<file path="src/rtl/dsl_pkg.sv">
package dsl_pkg;
    localparam int WORD_W   = 32;
    localparam int MULT_W   = 4;
    localparam int MULT_LSB = 25;
    localparam int IDLE_W   = 10;
    localparam int IDLE_LSB = 15;
    localparam int HOLD_W   = 5;
    localparam int HOLD_LSB = 10;
    localparam int EXIT_W   = 8;
    localparam int EXIT_LSB = 2;
    localparam int PLAT_BIT = 1;
    localparam int AGGR_BIT = 0;
    localparam int RSVD_LSB = MULT_LSB + MULT_W;
    localparam int CNT_W    = IDLE_W + MULT_W + 1;

    localparam logic [WORD_W-1:0] WRITE_MASK = {WORD_W{1'b1}} >> (WORD_W - RSVD_LSB);
    localparam logic [WORD_W-1:0] CFG_RESET =
          (WORD_W'(15) << MULT_LSB) | (WORD_W'(4) << IDLE_LSB)
        | (WORD_W'(10) << HOLD_LSB) | (WORD_W'(20) << EXIT_LSB)
        | (WORD_W'(1) << PLAT_BIT);

    typedef enum logic [1:0] {PH_AWAKE, PH_ASLEEP, PH_EXIT} phase_e;

    typedef struct packed {
        logic [MULT_W-1:0] mult;
        logic [IDLE_W-1:0] idle;
        logic [HOLD_W-1:0] hold;
        logic [EXIT_W-1:0] exit_wait;
        logic              plat_ok;
        logic              aggr;
    } cfg_t;

    typedef struct packed {
        logic [CNT_W-1:0] idle_lim;
        logic [CNT_W-1:0] hold_lim;
        logic [CNT_W-1:0] exit_lim;
    } lim_t;
endpackage

</file>
<file path="src/rtl/dsl_cfg_reg.sv">
module dsl_cfg_reg
    import dsl_pkg::*;
(
    input  logic              clk,
    input  logic              rst_n,
    input  logic              we,
    input  logic [WORD_W-1:0] wdata,
    output cfg_t              cfg,
    output logic [WORD_W-1:0] rdata
);
    logic [WORD_W-1:0] word_d, word_q;

    always_comb begin
        word_d = word_q;
        if (we) begin
            word_d = wdata & WRITE_MASK;
        end
    end

    always_ff @(posedge clk) begin
        if (!rst_n) begin
            word_q <= CFG_RESET;
        end else begin
            word_q <= word_d;
        end
    end

    assign rdata         = word_q;
    assign cfg.mult      = word_q[MULT_LSB +: MULT_W];
    assign cfg.idle      = word_q[IDLE_LSB +: IDLE_W];
    assign cfg.hold      = word_q[HOLD_LSB +: HOLD_W];
    assign cfg.exit_wait = word_q[EXIT_LSB +: EXIT_W];
    assign cfg.plat_ok   = word_q[PLAT_BIT];
    assign cfg.aggr      = word_q[AGGR_BIT];
endmodule

</file>
<file path="src/rtl/dsl_limits.sv">
module dsl_limits
    import dsl_pkg::*;
(
    input  cfg_t cfg,
    output lim_t lim
);
    logic [IDLE_W-1:0] idle_eff;
    logic [HOLD_W-1:0] hold_eff;
    logic [EXIT_W-1:0] exit_eff;
    logic [MULT_W:0]   mult_eff;

    always_comb begin
        idle_eff = (cfg.idle == '0) ? IDLE_W'(1) : cfg.idle;
        hold_eff = (cfg.hold == '0) ? HOLD_W'(1) : cfg.hold;
        exit_eff = (cfg.exit_wait == '0) ? EXIT_W'(1) : cfg.exit_wait;
        mult_eff = {1'b0, cfg.mult} + (MULT_W+1)'(1);
        lim.idle_lim = CNT_W'(idle_eff) * CNT_W'(mult_eff);
        lim.hold_lim = CNT_W'(hold_eff);
        lim.exit_lim = CNT_W'(exit_eff);
    end
endmodule

</file>
<file path="src/rtl/dsl_seq.sv">
module dsl_seq
    import dsl_pkg::*;
(
    input  logic clk,
    input  logic rst_n,
    input  logic tick,
    input  logic port_idle,
    input  logic sw_req,
    input  logic wake_req,
    input  cfg_t cfg,
    input  lim_t lim,
    output logic sleep,
    output logic ready
);
    typedef struct packed {
        phase_e           phase;
        logic [CNT_W-1:0] cnt;
        logic             pend;
        logic             aggr_prev;
        logic             sleep;
        logic             ready;
    } seq_t;

    localparam seq_t SEQ_RESET = '{phase: PH_AWAKE, cnt: '0, pend: 1'b0,
                                   aggr_prev: 1'b0, sleep: 1'b0, ready: 1'b1};

    seq_t s_d, s_q;
    logic [CNT_W-1:0] cnt_inc;
    logic             wake_any;
    logic             forced;

    always_comb begin
        s_d           = s_q;
        s_d.aggr_prev = cfg.aggr;
        cnt_inc       = (&s_q.cnt) ? s_q.cnt : s_q.cnt + CNT_W'(tick);
        wake_any      = s_q.pend | wake_req;
        forced        = !cfg.plat_ok || (s_q.aggr_prev && !cfg.aggr);
        unique case (s_q.phase)
            PH_AWAKE: begin
                s_d.cnt = port_idle ? cnt_inc : '0;
                if (cfg.plat_ok &&
                    (sw_req || (cfg.aggr && port_idle && cnt_inc >= lim.idle_lim))) begin
                    s_d.phase = PH_ASLEEP;
                    s_d.cnt   = '0;
                    s_d.pend  = 1'b0;
                    s_d.sleep = 1'b1;
                    s_d.ready = 1'b0;
                end
            end
            PH_ASLEEP: begin
                s_d.cnt  = cnt_inc;
                s_d.pend = wake_any;
                if (forced || (wake_any && cnt_inc >= lim.hold_lim)) begin
                    s_d.phase = PH_EXIT;
                    s_d.cnt   = '0;
                    s_d.pend  = 1'b0;
                    s_d.sleep = 1'b0;
                end
            end
            PH_EXIT: begin
                s_d.cnt = cnt_inc;
                if (cnt_inc >= lim.exit_lim) begin
                    s_d.phase = PH_AWAKE;
                    s_d.cnt   = '0;
                    s_d.ready = 1'b1;
                end
            end
            default: s_d = SEQ_RESET;
        endcase
    end

    always_ff @(posedge clk) begin
        if (!rst_n) begin
            s_q <= SEQ_RESET;
        end else begin
            s_q <= s_d;
        end
    end

    assign sleep = s_q.sleep;
    assign ready = s_q.ready;
endmodule

</file>
<file path="src/rtl/dsl_top.sv">
module dsl_top
    import dsl_pkg::*;
(
    input  logic              clk,
    input  logic              rst_n,
    input  logic              tick_1ms,
    input  logic              port_idle,
    input  logic              sw_sleep_req,
    input  logic              wake_req,
    input  logic              cfg_we,
    input  logic [WORD_W-1:0] cfg_wdata,
    output logic [WORD_W-1:0] cfg_rdata,
    output logic              sleep_o,
    output logic              link_ready_o
);
    cfg_t cfg;
    lim_t lim;

    dsl_cfg_reg u_cfg (
        .clk   (clk),
        .rst_n (rst_n),
        .we    (cfg_we),
        .wdata (cfg_wdata),
        .cfg   (cfg),
        .rdata (cfg_rdata)
    );

    dsl_limits u_lim (
        .cfg (cfg),
        .lim (lim)
    );

    dsl_seq u_seq (
        .clk       (clk),
        .rst_n     (rst_n),
        .tick      (tick_1ms),
        .port_idle (port_idle),
        .sw_req    (sw_sleep_req),
        .wake_req  (wake_req),
        .cfg       (cfg),
        .lim       (lim),
        .sleep     (sleep_o),
        .ready     (link_ready_o)
    );
endmodule

</file>
<file path="config.mk">
export PLATFORM = sky130hd
export DESIGN_NAME = dsl_top
export DESIGN_NICKNAME = d
export VERILOG_FILES = /design/src/rtl/dsl_pkg.sv /design/src/rtl/dsl_cfg_reg.sv /design/src/rtl/dsl_limits.sv /design/src/rtl/dsl_seq.sv /design/src/rtl/dsl_top.sv
export SDC_FILE = /design/constraint.sdc
export NUM_CORES = 1
export LEC_CHECK = 0
export BUFFER_PORTS_ARGS = -buffer_cell sky130_fd_sc_hd__buf_2
export CAP_MARGIN = 30
export CORE_MARGIN = 1.5
export CORE_UTILIZATION = 40
export CTS_CLUSTER_SIZE = 16
export DETAILED_ROUTE_END_ITERATION = 10
export PLACE_DENSITY = 0.72
export RECOVER_POWER = 100
export SLEW_MARGIN = 25
export SYNTH_ARGS = -nofsm -noshare
export SYNTH_HDL_FRONTEND = slang
export SYNTH_SLANG_ARGS = --single-unit
</file>
<file path="constraint.sdc">
create_clock -name clk -period 5.6 [get_ports clk]
set_input_delay 1.12 -clock clk [delete_from_list [all_inputs] [get_ports clk]]
set_output_delay 1.12 -clock clk [all_outputs]
set_load 0.01 [all_outputs]
</file>
* Word-level counts from Yosys, hierarchy flattened *
Cells that the tools add are included.

operators by class
  eq/ne operators = 5
  $mul = 1
  add/subtract/negate cells = 2
  multiplexer cells = 15
  bitwise logic cells = 3
  order comparisons = 3
  reduce and logical (&&, ||, !) cells = 21

operators with widths
  cell                 number
  $pmux 17 s3          1
  $mux 18              2
  $mux 15              2
  $mux 17              1
  $add 15x1->15        1
  $ge 15x15->1         1
  $ge 15x5->1          1
  $ge 15x8->1          1
  $mul 10x5->15        1
  $reduce_and 15->1    1
  $logic_not 10->1     1
  $mux 10              1
  $pmux 1 s3           3
  $reduce_and 3->1     3
  $logic_not 8->1      1
  $mux 8               1
  $ne 2x1->1 const B   3
  $add 4x1->5 const B  1
  $logic_and 1x1->1    5
  $logic_not 5->1      1
  $mux 5               1
  $reduce_and 2->1     2
  $logic_or 1x1->1     3
  $reduce_or 3->1      1
  8 further kinds      11

storage, ports and cells
  output and inout port bits = 34
  input port bits = 39
  word-level logic and storage cells = 57
  flip-flop bits (word level) = 50

* Logic depth before layout (Yosys ltp) *
Gate-level depths: netlist of the first run.

  depth in word-level cells = 9
  mapped depth = 27
  gate-level depth less buffers = 25

* Cells and area by module *
From an unflattened synthesis of the first run, not the netlist that was laid out.

unflattened totals
  cells, all modules = 627
  area total of the unflattened synthesis = 5381.4 um^2

by module, submodules not included
  module       sequential area each (um^2)  cells an instance  area each (um^2)  instances
  dsl_seq      420.4                        273                2240.9            1
  dsl_limits   0.0                          228                1818.0            1
  dsl_cfg_reg  580.6                        126                1322.5            1

* Least setup slack after synthesis of the first run *
Ideal clock, no wire load.

  kind = register to register
  from = register u_cfg.word_q[27], in the netlist u_cfg.rdata[27]
  to = register u_seq.s_q[15] (netlist name)
  buffers on the path = 1
  period minus slack after synthesis = 6.030 ns
  setup slack = -0.430 ns
  stages on the path, launching flop included = 25
  arrival time = 5.952 ns
  library setup time = 0.078 ns
  data required time = 5.522 ns
  cells stage by stage = dfxtp_1 > nand3_1 > xor2_1 > nand2b_1 > fa_1 > fa_1 > fa_1 > inv_1 > ha_1 > nor2b_1 > o21ai_0 > a21boi_1 > o211a_1 > o21a_1 > or2_2 > ha_1 > nand2_1 > nor2_1 > a211oi_1 > or4b_1 > a22oi_1 > nand3_1 > a31o_2 > buf_4 > nor3_1

between the ends
  longest elaborated chain between the ends = 8

RTL lines
  item                      line               text
  start: declaration        dsl_cfg_reg.sv:11  logic [WORD_W-1:0] word_d, word_q;
  start signal: assignment  dsl_cfg_reg.sv:24  word_q <= word_d;
  $add 4x1->5               dsl_limits.sv:16   mult_eff = {1'b0, cfg.mult} + (MULT_W+1)'(1);
  $mul 10x5->15             dsl_limits.sv:17   lim.idle_lim = CNT_W'(idle_eff) * CNT_W'(mult_eff);
  $ge 15x15->1              dsl_seq.sv:42      (sw_req || (cfg.aggr && port_idle && cnt_inc >= lim.idle_lim))) begin
  $logic_and 1x1->1         dsl_seq.sv:42
  $logic_or 1x1->1          dsl_seq.sv:42
  $logic_and 1x1->1         dsl_seq.sv:41      if (cfg.plat_ok &&
  $mux 18                   dsl_seq.sv:41
  $pmux 17 s3               dsl_seq.sv:38      unique case (s_q.phase)
  end signal: assignment    dsl_seq.sv:74      s_q <= SEQ_RESET;
  end signal: assignment    dsl_seq.sv:76      s_q <= s_d;
  end: declaration          dsl_seq.sv:27      seq_t s_d, s_q;

Every way passes these cells. The select of a mux whose other input is x is not followed.
A chain may end at the register's enable or synchronous reset.

* Worst setup path in the final report of the first run *
  from = register u_cfg.word_q[26], in the netlist u_cfg.rdata[26]
  to = register u_seq.s_q, in the netlist u_seq.ready

between the ends
  longest elaborated chain between the ends = 8

RTL lines
  item                               line
  $add 4x1->5                        dsl_limits.sv:16
  $mul 10x5->15                      dsl_limits.sv:17
  $ge 15x15->1                       dsl_seq.sv:42
  $logic_and 1x1->1                  dsl_seq.sv:42
  $logic_or 1x1->1                   dsl_seq.sv:42
  $logic_and 1x1->1                  dsl_seq.sv:41
  $ne 2x1->1 (no source line)        --
  $reduce_and 3->1 (no source line)  --

Every way passes these cells.

==> results.yml, run 1 <==
critical_path:
  critical_path.max_stage_delay_ns: 0.55
  worst_setup_path_end_kind: "flop"
  cp_max_fo: 7
  worstSetupPathType: "reg -> reg"
  startpoint_type: "flop"
  cp_common_cell: "fa_1"
  path_cells: "nand3_2 > xor2_4 > nand2b_1 > fa_1 > fa_1 > fa_1 > inv_2 > ha_4 > nor2b_4 > o21ai_2 > a21boi_2 > o211a_1 > o21a_1 > buf_4 > o21ai_4 > a21oi_2 > xnor2_2 > ha_1 > nand3_2 > a211oi_2 > a22oi_2 > buf_4 > or3b_1 > a221o_1"
  required_ns: 5.82
  arrival_ns: 5.95
  crit_slowest_cell: "fa_1"
route:
  dr.pass1.iters: 4
  first_iter_violations: 134
  ant_nets: 0
  drc: 0
  viasPerCell: 5.20
  routed_wl_um: 10400
  wl_per_cell_um: 13.9
  vias: 3908
floorplanning:
  die_y_um: 108
  dieArea_mm2: 0.0117
  rows: 38
  ios: 73
  initial_utilization_pct: 40.9
  core_area_mm2: 0.0108
  die-width_um: 108
cells_and_area:
  fin_nets: 727
  final_cells: 751
  n_fill_cell: 1008
  area_delta_synth_final_pct: 24.7
  antenna_cells: 0
  drive_gt1_share_pct: 24.1
yosys:
  yosysSeqAreaShare_pct: 22.7
  ys.flop_type: "dfxtp_1"
  synth-edff-count: 0
  ys_ff_latch: 50
  ys_top_cells_by_area: "dfxtp_1 (23%), ha_1 (15%), fa_1 (11%), mux2i_1 (5.7%), inv_1 (4.2%)"
  synth.largest_area_cell: "dfxtp_1"
  netlist.area_leader.share_pct: 22.7
  synth_warnings: 0
  avgSynthCellArea_um2: 8.61
  ys_types: 56
  ys_async_sr_fraction_pct: 0
  synth.cell_area_mm2: 0.00442
  yosys.cell_count.top_type: "ha_1"
  syn_inst: 513
  ys_top_cells_by_count: "ha_1 (54), dfxtp_1 (50), inv_1 (50)"
placement:
  numPortBuffers: 66
  gp_congestion: 0.843
  dp.cells: 732
  hpwlAfterDp_um: 8030
global_route:
  grt_pass1_vias: 4013
  gr-total-overflow: 0
  antenna_found_initial: 0
  grt_max_degree: 34
  grtUsageTotal_pct: 18.8
  grt_pass1_wl_um: 17900
timing:
  finalHoldViolCount: 0
  finalSetupViolCount: 17
  slew_headroom_pct: -36.8
  fin_ws_ns: -0.129
  fin_skew_ns: 0.00761
  setup-tns-final_ns: -0.974
  grt_setup_unrepaired: "yes"
  post-route-period-util_pct: 102
  worstMarginPinSlew_ns: 2.05
  period_minus_slack_ns: 5.73
  final_max_slew_viol_count: 34
  fmax_mhz: 175
cts:
  cts_sinks: 50
  cts.clk_slew.worst_paths_ns: 0.11
  cts_made_buffers: 5
  cts_max_path_buffers: 2
  cts_tree: "built"
  clockRootBuffer: "clkbuf_8"
  clk_latency_ns: 0.32
  cts_max_level: 2
  cts-hold-fix-buffers: 0
power_and_ir_drop:
  p_leak_uw: 0.00262
  powerDensity_mw_per_mm2: 191
  ir_drop_v: 0.000139
  power_uw: 1050
run:
  drv_cap: 1
run_status:
  violations: "capacitance limit, slew limit, setup timing"
  outcome: "finished, violations left"
min_path:
  hold_path.class: "reg -> reg"
## critical path, delay by kind of cell, from the launching register on
| family | cells | cell delay [ns] |
|---|---|---|
| buf+inv | 3 | 0.34 |
| compound gates | 9 | 1.52 |
| simple gates | 5 | 0.91 |
| flops | 1 | 0.39 |
| fa+ha+maj | 5 | 2.07 |
| xor+xnor | 2 | 0.39 |
## metal layers
metal / up-vias / wire length (um) / global-route usage, %
met3: 10 / 377 / 2.65
met1: 1867 / 4570 / 22.6
met2: 70 / 5350 / 34.6
met5: - / 0 / 0
li1: 1961 / - / -
met4: 0 / 114 / 5.08
## logic make-up after synthesis
kind of cell / share of synthesized area [%]
other: 0.0849
DFF: 22.7
AOI/OAI and AO/OA: 11.6
xor gates and xnor gates: 2.97
buffers and inverters: 6.15
adders and majority gates: 26.2
and+or+nand+nor: 24.2
muxes: 6.18
## layout make-up
| class | count | area, um2 | share of cell area, % |
|---|---|---|---|
| tap | 140 | 175 | 3.18 |
| sequential | 50 | 1010 | 18.4 |
| timing repair buffer | 104 | 587 | 10.7 |
| multi-input combinational | 399 | 3450 | 62.6 |
| clock buffer | 5 | 68.8 | 1.25 |
| inverter | 50 | 188 | 3.41 |
| clock inverter | 3 | 28.8 | 0.523 |
## cells in the final DEF, fill, tap and decap left out, types with 4 or more instances in the layout
master,instances
nor2_2,4
and2_1,19
o211ai_1,4
a31oi_1,5
nor4_1,4
o21ai_0,9
nor2b_1,20
clkbuf_1,20
a21oi_1,16
xor2_1,6
mux2i_1,25
xnor2_1,6
ha_1,50
nand2_1,25
dfxtp_1,45
nand2b_1,11
nand3_1,12
nor2_1,42
fa_1,24
nand3_2,4
clkbuf_8,5
o21a_1,4
nand4_1,8
buf_2,49
buf_4,34
ha_4,4
nor3_1,16
inv_1,49
## registers in the layout, summed over array words and instances (netlist names)
register / count
u_seq.s_q: 19
u_seq.sleep: 1
u_seq.ready: 1
u_cfg.rdata: 29
## path summary, 6_finish.rpt
kind	startpoint	to	slack, ns	cells past startpoint
max	u_cfg.rdata[26]$_SDFFE_PN1P_	u_seq.ready$_SDFFE_PN1P_	-0.13	24
min	u_seq.ready$_SDFFE_PN1P_	u_seq.ready$_SDFFE_PN1P_	0.51	1
max reg2reg	u_cfg.rdata[26]$_SDFFE_PN1P_	u_seq.ready$_SDFFE_PN1P_	-0.13	24
min reg2reg	u_seq.ready$_SDFFE_PN1P_	u_seq.ready$_SDFFE_PN1P_	0.51	1
## through the flow
step	worst slack [ns]	instance area (um2)	hold WS, ns	util, %
2_1_floorplan	0.0184	4530	0.476	-
3_3_place_gp	-0.245	5150	0.489	47.7
3_5_place_dp	-0.406	5150	0.491	47.7
4_1_cts	-0.146	5380	0.521	49.8
5_1_grt	-0.302	5510	0.535	51.0
6_report	-0.129	5510	0.515	51.0
## report_power, final
part	leakage [uW]	internal [uW]	switching, uW
combinational	0.00216	202	220
sequential	0.000411	375	19.0
clock	0.0000502	93.0	143
total	0.00262	670	382
## repair_timing
| item | in CTS | in global routing |
|---|---|---|
| setup buffers | 5 | 5 |
| resized for setup | 17 | 29 |
| setup endpoints to repair | 19 | 19 |
| cloned | 1 | 0 |
| pin swaps | 18 | 17 |
Note: power is estimated with default switching activity, not from simulation.
==> run 2, diff against run 1 <==
Clock period 5.6 ns to 4.7 ns, I/O delays scaled along.
==> run 2 against run 1 <==
Net effect:
- the flow still finishes with violations (capacitance limit, slew limit, setup timing)
- register-to-register slack got worse by 0.77 ns
- critical path depth fell by 1
- first-iteration DRC count is 26% higher
- cell count increased by 0.80%
- clock power is 38% higher
- global-route usage rose by 1.3 points
==> results.yml, run 2 (synthesized netlist as in run 1, its figures left out) <==
run_status:
  outcome: "finished, violations left"
  violations: "capacitance limit, slew limit, setup timing"
cts:
  clk_latency_ns: 0.32
  cts_sinks: 50
  clockRootBuffer: "clkbuf_8"
  cts_made_buffers: 5
  cts.clk_slew.worst_paths_ns: 0.11
  cts_max_path_buffers: 2
  cts_tree: "built"
  cts_max_level: 2
placement:
  hpwlAfterDp_um: 8680
  gp_congestion: 0.850
  numPortBuffers: 66
power_and_ir_drop:
  powerDensity_mw_per_mm2: 239
  ir_drop_v: 0.000131
  power_uw: 1300
  p_leak_uw: 0.00261
cells_and_area:
  antenna_cells: 0
  layout_common_cells: "ha_1 (49), inv_1 (48), buf_2 (47)"
  n_fill_cell: 1001
  final_common_cell: "ha_1"
  largest_reg_flops: 29
  utilization_pct: 50.5
  fin_nets: 733
  area_delta_synth_final_pct: 23.4
  drive_gt1_share_pct: 21.2
timing:
  worstMarginPinSlew_ns: 2.00
  fmax_mhz: 179
  period_minus_slack_ns: 5.60
  finalSetupViolCount: 19
  post-route-period-util_pct: 119
  slew_headroom_pct: -33.6
  grt_setup_unrepaired: "yes"
  fin_skew_ns: 0.0124
  finalHoldViolCount: 0
  final_max_slew_viol_count: 34
  fin_ws_ns: -0.897
route:
  viasPerCell: 5.27
  routed_wl_um: 10900
  vias: 3987
  wl_per_cell_um: 14.5
  drc: 0
  dr.pass1.iters: 5
  first_iter_violations: 169
  ant_nets: 0
global_route:
  gr-total-overflow: 0
  grt_max_degree: 34
  grt_pass1_wl_um: 18900
  grtUsageTotal_pct: 20.0
  antenna_found_initial: 0
  grt_pass1_vias: 4139
critical_path:
  cp_max_fo: 8
  crit_family: "adder cells"
  cp_common_cell: "fa_1"
  reg2regPathDepth: 23
  worstSetupPathType: "reg -> reg"
  critical_path.max_stage_delay_ns: 0.53
  required_ns: 4.94
  worst_setup_path_end_kind: "flop"
  path_depth: 23
  arrival_ns: 5.84
  path_cells: "nor4_4 > a31oi_1 > nand2b_4 > fa_1 > fa_1 > fa_1 > inv_2 > ha_4 > nor2b_1 > o21ai_1 > a21boi_1 > o211a_1 > o21a_1 > or2_4 > ha_4 > nand2_4 > nor2_4 > a211oi_2 > or4b_4 > a22oi_2 > nand3_2 > a31o_4 > nor3_2"
  startpoint_type: "flop"
  crit_slowest_cell: "fa_1"
  cp.buffers_inverters: 1
floorplanning:
  core_area_mm2: 0.0108
  initial_utilization_pct: 40.9
  die-width_um: 108
  dieArea_mm2: 0.0117
  rows: 38
  die_y_um: 108
  ios: 73
run:
  drv_cap: 1
min_path:
  hold_depth: 1
  hold_path.class: "reg -> reg"
run 2: changes by cell type in the layout (fill, tap and decap cells not counted), moves of 2 or more:
cell      change
clkinv_4      -2
nand3_2       -3
and2_1        +2
buf_4         +3
buf_2         -2
clkbuf_1      +5
o21ai_1       +3
nand2_2       -2
nor2b_1       +2
and2_4        -2
o21ai_2       -2
nand3_1       +3
nor2_1        +3
nor2_2        -4
run 2: what timing repair did:
action	CTS	global route
hold buffers	0	0
pin swaps	5	0
setup endpoints to repair	19	19
gates resized for setup	14	7
setup buffers	4	0
cloned	1	0
run 2: final cells by class:
class,count,area [um2],share of cell area [%]
multi-input cells,399,3350,61.4
clock inverters,3,47.5,0.872
clock buffers,5,68.8,1.26
repair buffers,110,614,11.3
well taps,140,175,3.21
flip-flops and latches,50,1010,18.5
inverters,50,188,3.44
run 2: through the flow:
step	cells	hold slack, ns	area, um2	TNS, ns	setup WS [ns]
3_3_place_gp	744	0.502	5250	-14.90	-0.892
2_1_floorplan	515	0.476	4550	-12.49	-0.755
6_report	757	0.539	5450	-15.85	-0.897
4_1_cts	757	0.539	5460	-14.88	-0.880
5_1_grt	757	0.558	5450	-20.59	-1.15
3_5_place_dp	744	0.512	5250	-19.14	-1.12
run 2: metal layers:
layer | wire [um] | vias to the layer above | GRT usage, % | part of all wire, %
li1 | - | 1962 | - | -
met1 | 4580 | 1929 | 23.1 | 42
met2 | 5760 | 82 | 37.8 | 53
met3 | 419 | 14 | 2.95 | 3.8
met4 | 175 | 0 | 6.02 | 1.6
met5 | 0 | - | 0 | 0
run 2: power by group:
part | switching, uW | internal [uW] | total [uW] | leakage [uW]
sequential | 22.4 | 447 | 469 | 0.000410
clock | 163 | 163 | 326 | 0.0000606
combinational | 262 | 248 | 510 | 0.00214
run 2: path summary, 6_finish.rpt:
| kind | startpoint | slack (ns) | end |
|---|---|---|---|
| setup / recovery | u_cfg.rdata[24]$_SDFFE_PN0P_ | -0.90 | u_seq.s_q[15]$_SDFF_PN0_ |
| hold / removal | u_seq.ready$_SDFFE_PN1P_ | 0.54 | u_seq.ready$_SDFFE_PN1P_ |
| setup reg to reg | u_cfg.rdata[24]$_SDFFE_PN0P_ | -0.90 | u_seq.s_q[15]$_SDFF_PN0_ |
| hold reg to reg | u_seq.ready$_SDFFE_PN1P_ | 0.54 | u_seq.ready$_SDFFE_PN1P_ |
==> run 3, diff against run 2 <==
--- a/config.mk
+++ b/config.mk
@@ -8,3 +8,3 @@
 export BUFFER_PORTS_ARGS = -buffer_cell sky130_fd_sc_hd__buf_2
-export CAP_MARGIN = 30
+export CAP_MARGIN = 20
 export CORE_MARGIN = 1.5
==> constraint.sdc (replaced) <==
create_clock -name clk -period 4.7 [get_ports clk]
set_input_delay 0.235 -clock clk [delete_from_list [all_inputs] [get_ports clk]]
set_output_delay 0.235 -clock clk [all_outputs]
set_load 0.01 [all_outputs]
==> run 3 against run 2 <==
Net effect:
- the run still ends with capacitance limit, slew limit, setup timing left
- critical endpoint unchanged
- non-clock buffer count is 2 lower
- count of clock-buffer cells in the layout stayed put
- sequential share of layout area is 0.070 points lower
- fmax hardly changed
- cell count is 0.26% lower
- highest routed layer unchanged
==> results.yml, run 3 (synthesized netlist as in run 1, its figures left out) <==
global_route:
  grt_max_degree: 34
  antenna_found_initial: 0
  gr-total-overflow: 0
  grt_pass1_vias: 3946
  grt_pass1_wl_um: 17900
  grtUsageTotal_pct: 19.1
route:
  ant_nets: 0
  drc: 0
  first_iter_violations: 184
  dr.pass1.iters: 4
  routed_wl_um: 11000
  vias: 3948
  viasPerCell: 5.23
  wl_per_cell_um: 14.6
timing:
  fin_ws_ns: -0.894
  final_max_slew_viol_count: 34
  fin_skew_ns: 0.00924
  finalHoldViolCount: 0
  fmax_mhz: 179
  hold_slack_ns: 0.136
  slew_headroom_pct: -37.6
  worstMarginPinSlew_ns: 2.06
  period_minus_slack_ns: 5.59
  post-route-period-util_pct: 119
  finalSetupViolCount: 19
  grt_setup_unrepaired: "yes"
  setup-tns-final_ns: -15.53
min_path:
  hold_depth: 3
  hold_path.class: "in -> reg"
cts:
  cts_made_buffers: 5
  cts_max_path_buffers: 2
  cts_max_level: 2
  cts.clk_slew.worst_paths_ns: 0.10
  clk_latency_ns: 0.31
  cts_tree: "built"
  clockRootBuffer: "clkbuf_8"
  cts_sinks: 50
cells_and_area:
  area_delta_synth_final_pct: 24.8
  n_fill_cell: 976
  utilization_pct: 51.1
  fin_nets: 731
  largest_reg_flops: 29
  drive_gt1_share_pct: 23.9
  final_common_cell: "buf_2"
  antenna_cells: 0
  layout_common_cells: "buf_2 (50), ha_1 (49), inv_1 (48)"
power_and_ir_drop:
  power_switching_uw: 449
  internal_power_uw: 866
  ir_drop_v: 0.000130
  seqPwrFrac_pct: 35.7
  p_comb_share_pct: 39.8
  powerDensity_mw_per_mm2: 238
  p_leak_uw: 0.00264
  power_uw: 1310
  clock_power_share_pct: 24.4
  swShare_pct: 34.1
floorplanning:
  rows: 38
  ios: 73
  initial_utilization_pct: 40.9
  core_area_mm2: 0.0108
  die-width_um: 108
  dieArea_mm2: 0.0117
  die_y_um: 108
run_status:
  violations: "capacitance limit, slew limit, setup timing"
  outcome: "finished, violations left"
critical_path:
  required_ns: 4.94
  arrival_ns: 5.84
  cp_max_fo: 8
  reg2regPathDepth: 21
  startpoint_type: "flop"
  worstSetupPathType: "reg -> reg"
  worst_setup_path_end_kind: "flop"
placement:
  pre_cts_ws_ns: -1.06
  hpwlAfterDp_um: 8620
  numPortBuffers: 66
  gp_congestion: 0.882
run:
  drv_cap: 1
## run 3: power by group through the flow
stage / clock [uW] / sequential (uW) / combinational [uW]
after floorplan: 0 / 485 / 315
final: 321 / 469 / 524
after global placement: 0 / 476 / 465
after CTS: 329 / 468 / 504
after global routing: 347 / 472 / 581
after detailed placement: 0 / 477 / 481
## run 3: layout make-up
cell class	count	area (um2)	share of cell area [%]
well taps	140	175	3.18
inverters	50	188	3.40
repair buffers	108	611	11.1
clock inverters	3	47.5	0.862
multi-input cells	399	3400	61.8
clock buffers	5	68.8	1.25
flip-flops and latches	50	1020	18.5
## run 3: metrics by stage
step,cell area (um2),std cells
after global routing,5510,755
after floorplan,4550,515
final,5510,755
after detailed placement,5230,741
after CTS,5450,755
after global placement,5230,741
## run 3: per-layer routing
layer / GRT usage, % / share of wire [%]
met3: 2.17 / 2.4
met5: 0 / 0
met1: 23.8 / 45
met2: 34.9 / 51
met4: 4.32 / 0.89
## run 3: what timing repair did
action                     4_1_cts  5_1_grt
hold buffers                     0        0
setup endpoints to repair       19       19
setup buffers                    5        1
cloned                           1        0
pin swaps                       14       15
gates resized for setup         12       23
## run 3: path summary, 6_finish.rpt
| path | startpoint | end | slack, ns |
|---|---|---|---|
| worst max-delay path | u_cfg.rdata[26]$_SDFFE_PN1P_ | u_seq.s_q[15]$_SDFF_PN0_ | -0.89 |
| worst min-delay path | cfg_wdata[13] | u_cfg.rdata[13]$_SDFFE_PN1P_ | 0.14 |
| worst max register to register | u_cfg.rdata[26]$_SDFFE_PN1P_ | u_seq.s_q[15]$_SDFF_PN0_ | -0.89 |
| worst min register to register | u_seq.s_q[3]$_SDFFE_PN0P_ | u_seq.s_q[3]$_SDFFE_PN0P_ | 0.52 |
## run 3: worst max-delay path: stages, from the launching register on
cell      delay (ns)
dfxtp_4         0.40
ha_4            0.17
xor2_4          0.21
buf_4           0.16
and2_1          0.14
fa_1            0.44
fa_1            0.50
fa_1            0.50
ha_2            0.20
or3_1           0.35
o211a_1         0.23
o21a_1          0.19
or2_4           0.24
ha_4            0.23
nand2_2         0.07
nor2_2          0.03
a211oi_2        0.17
or4b_4          0.49
a22oi_2         0.21
nand3_2         0.13
a31o_4          0.31
nor3_2          0.15
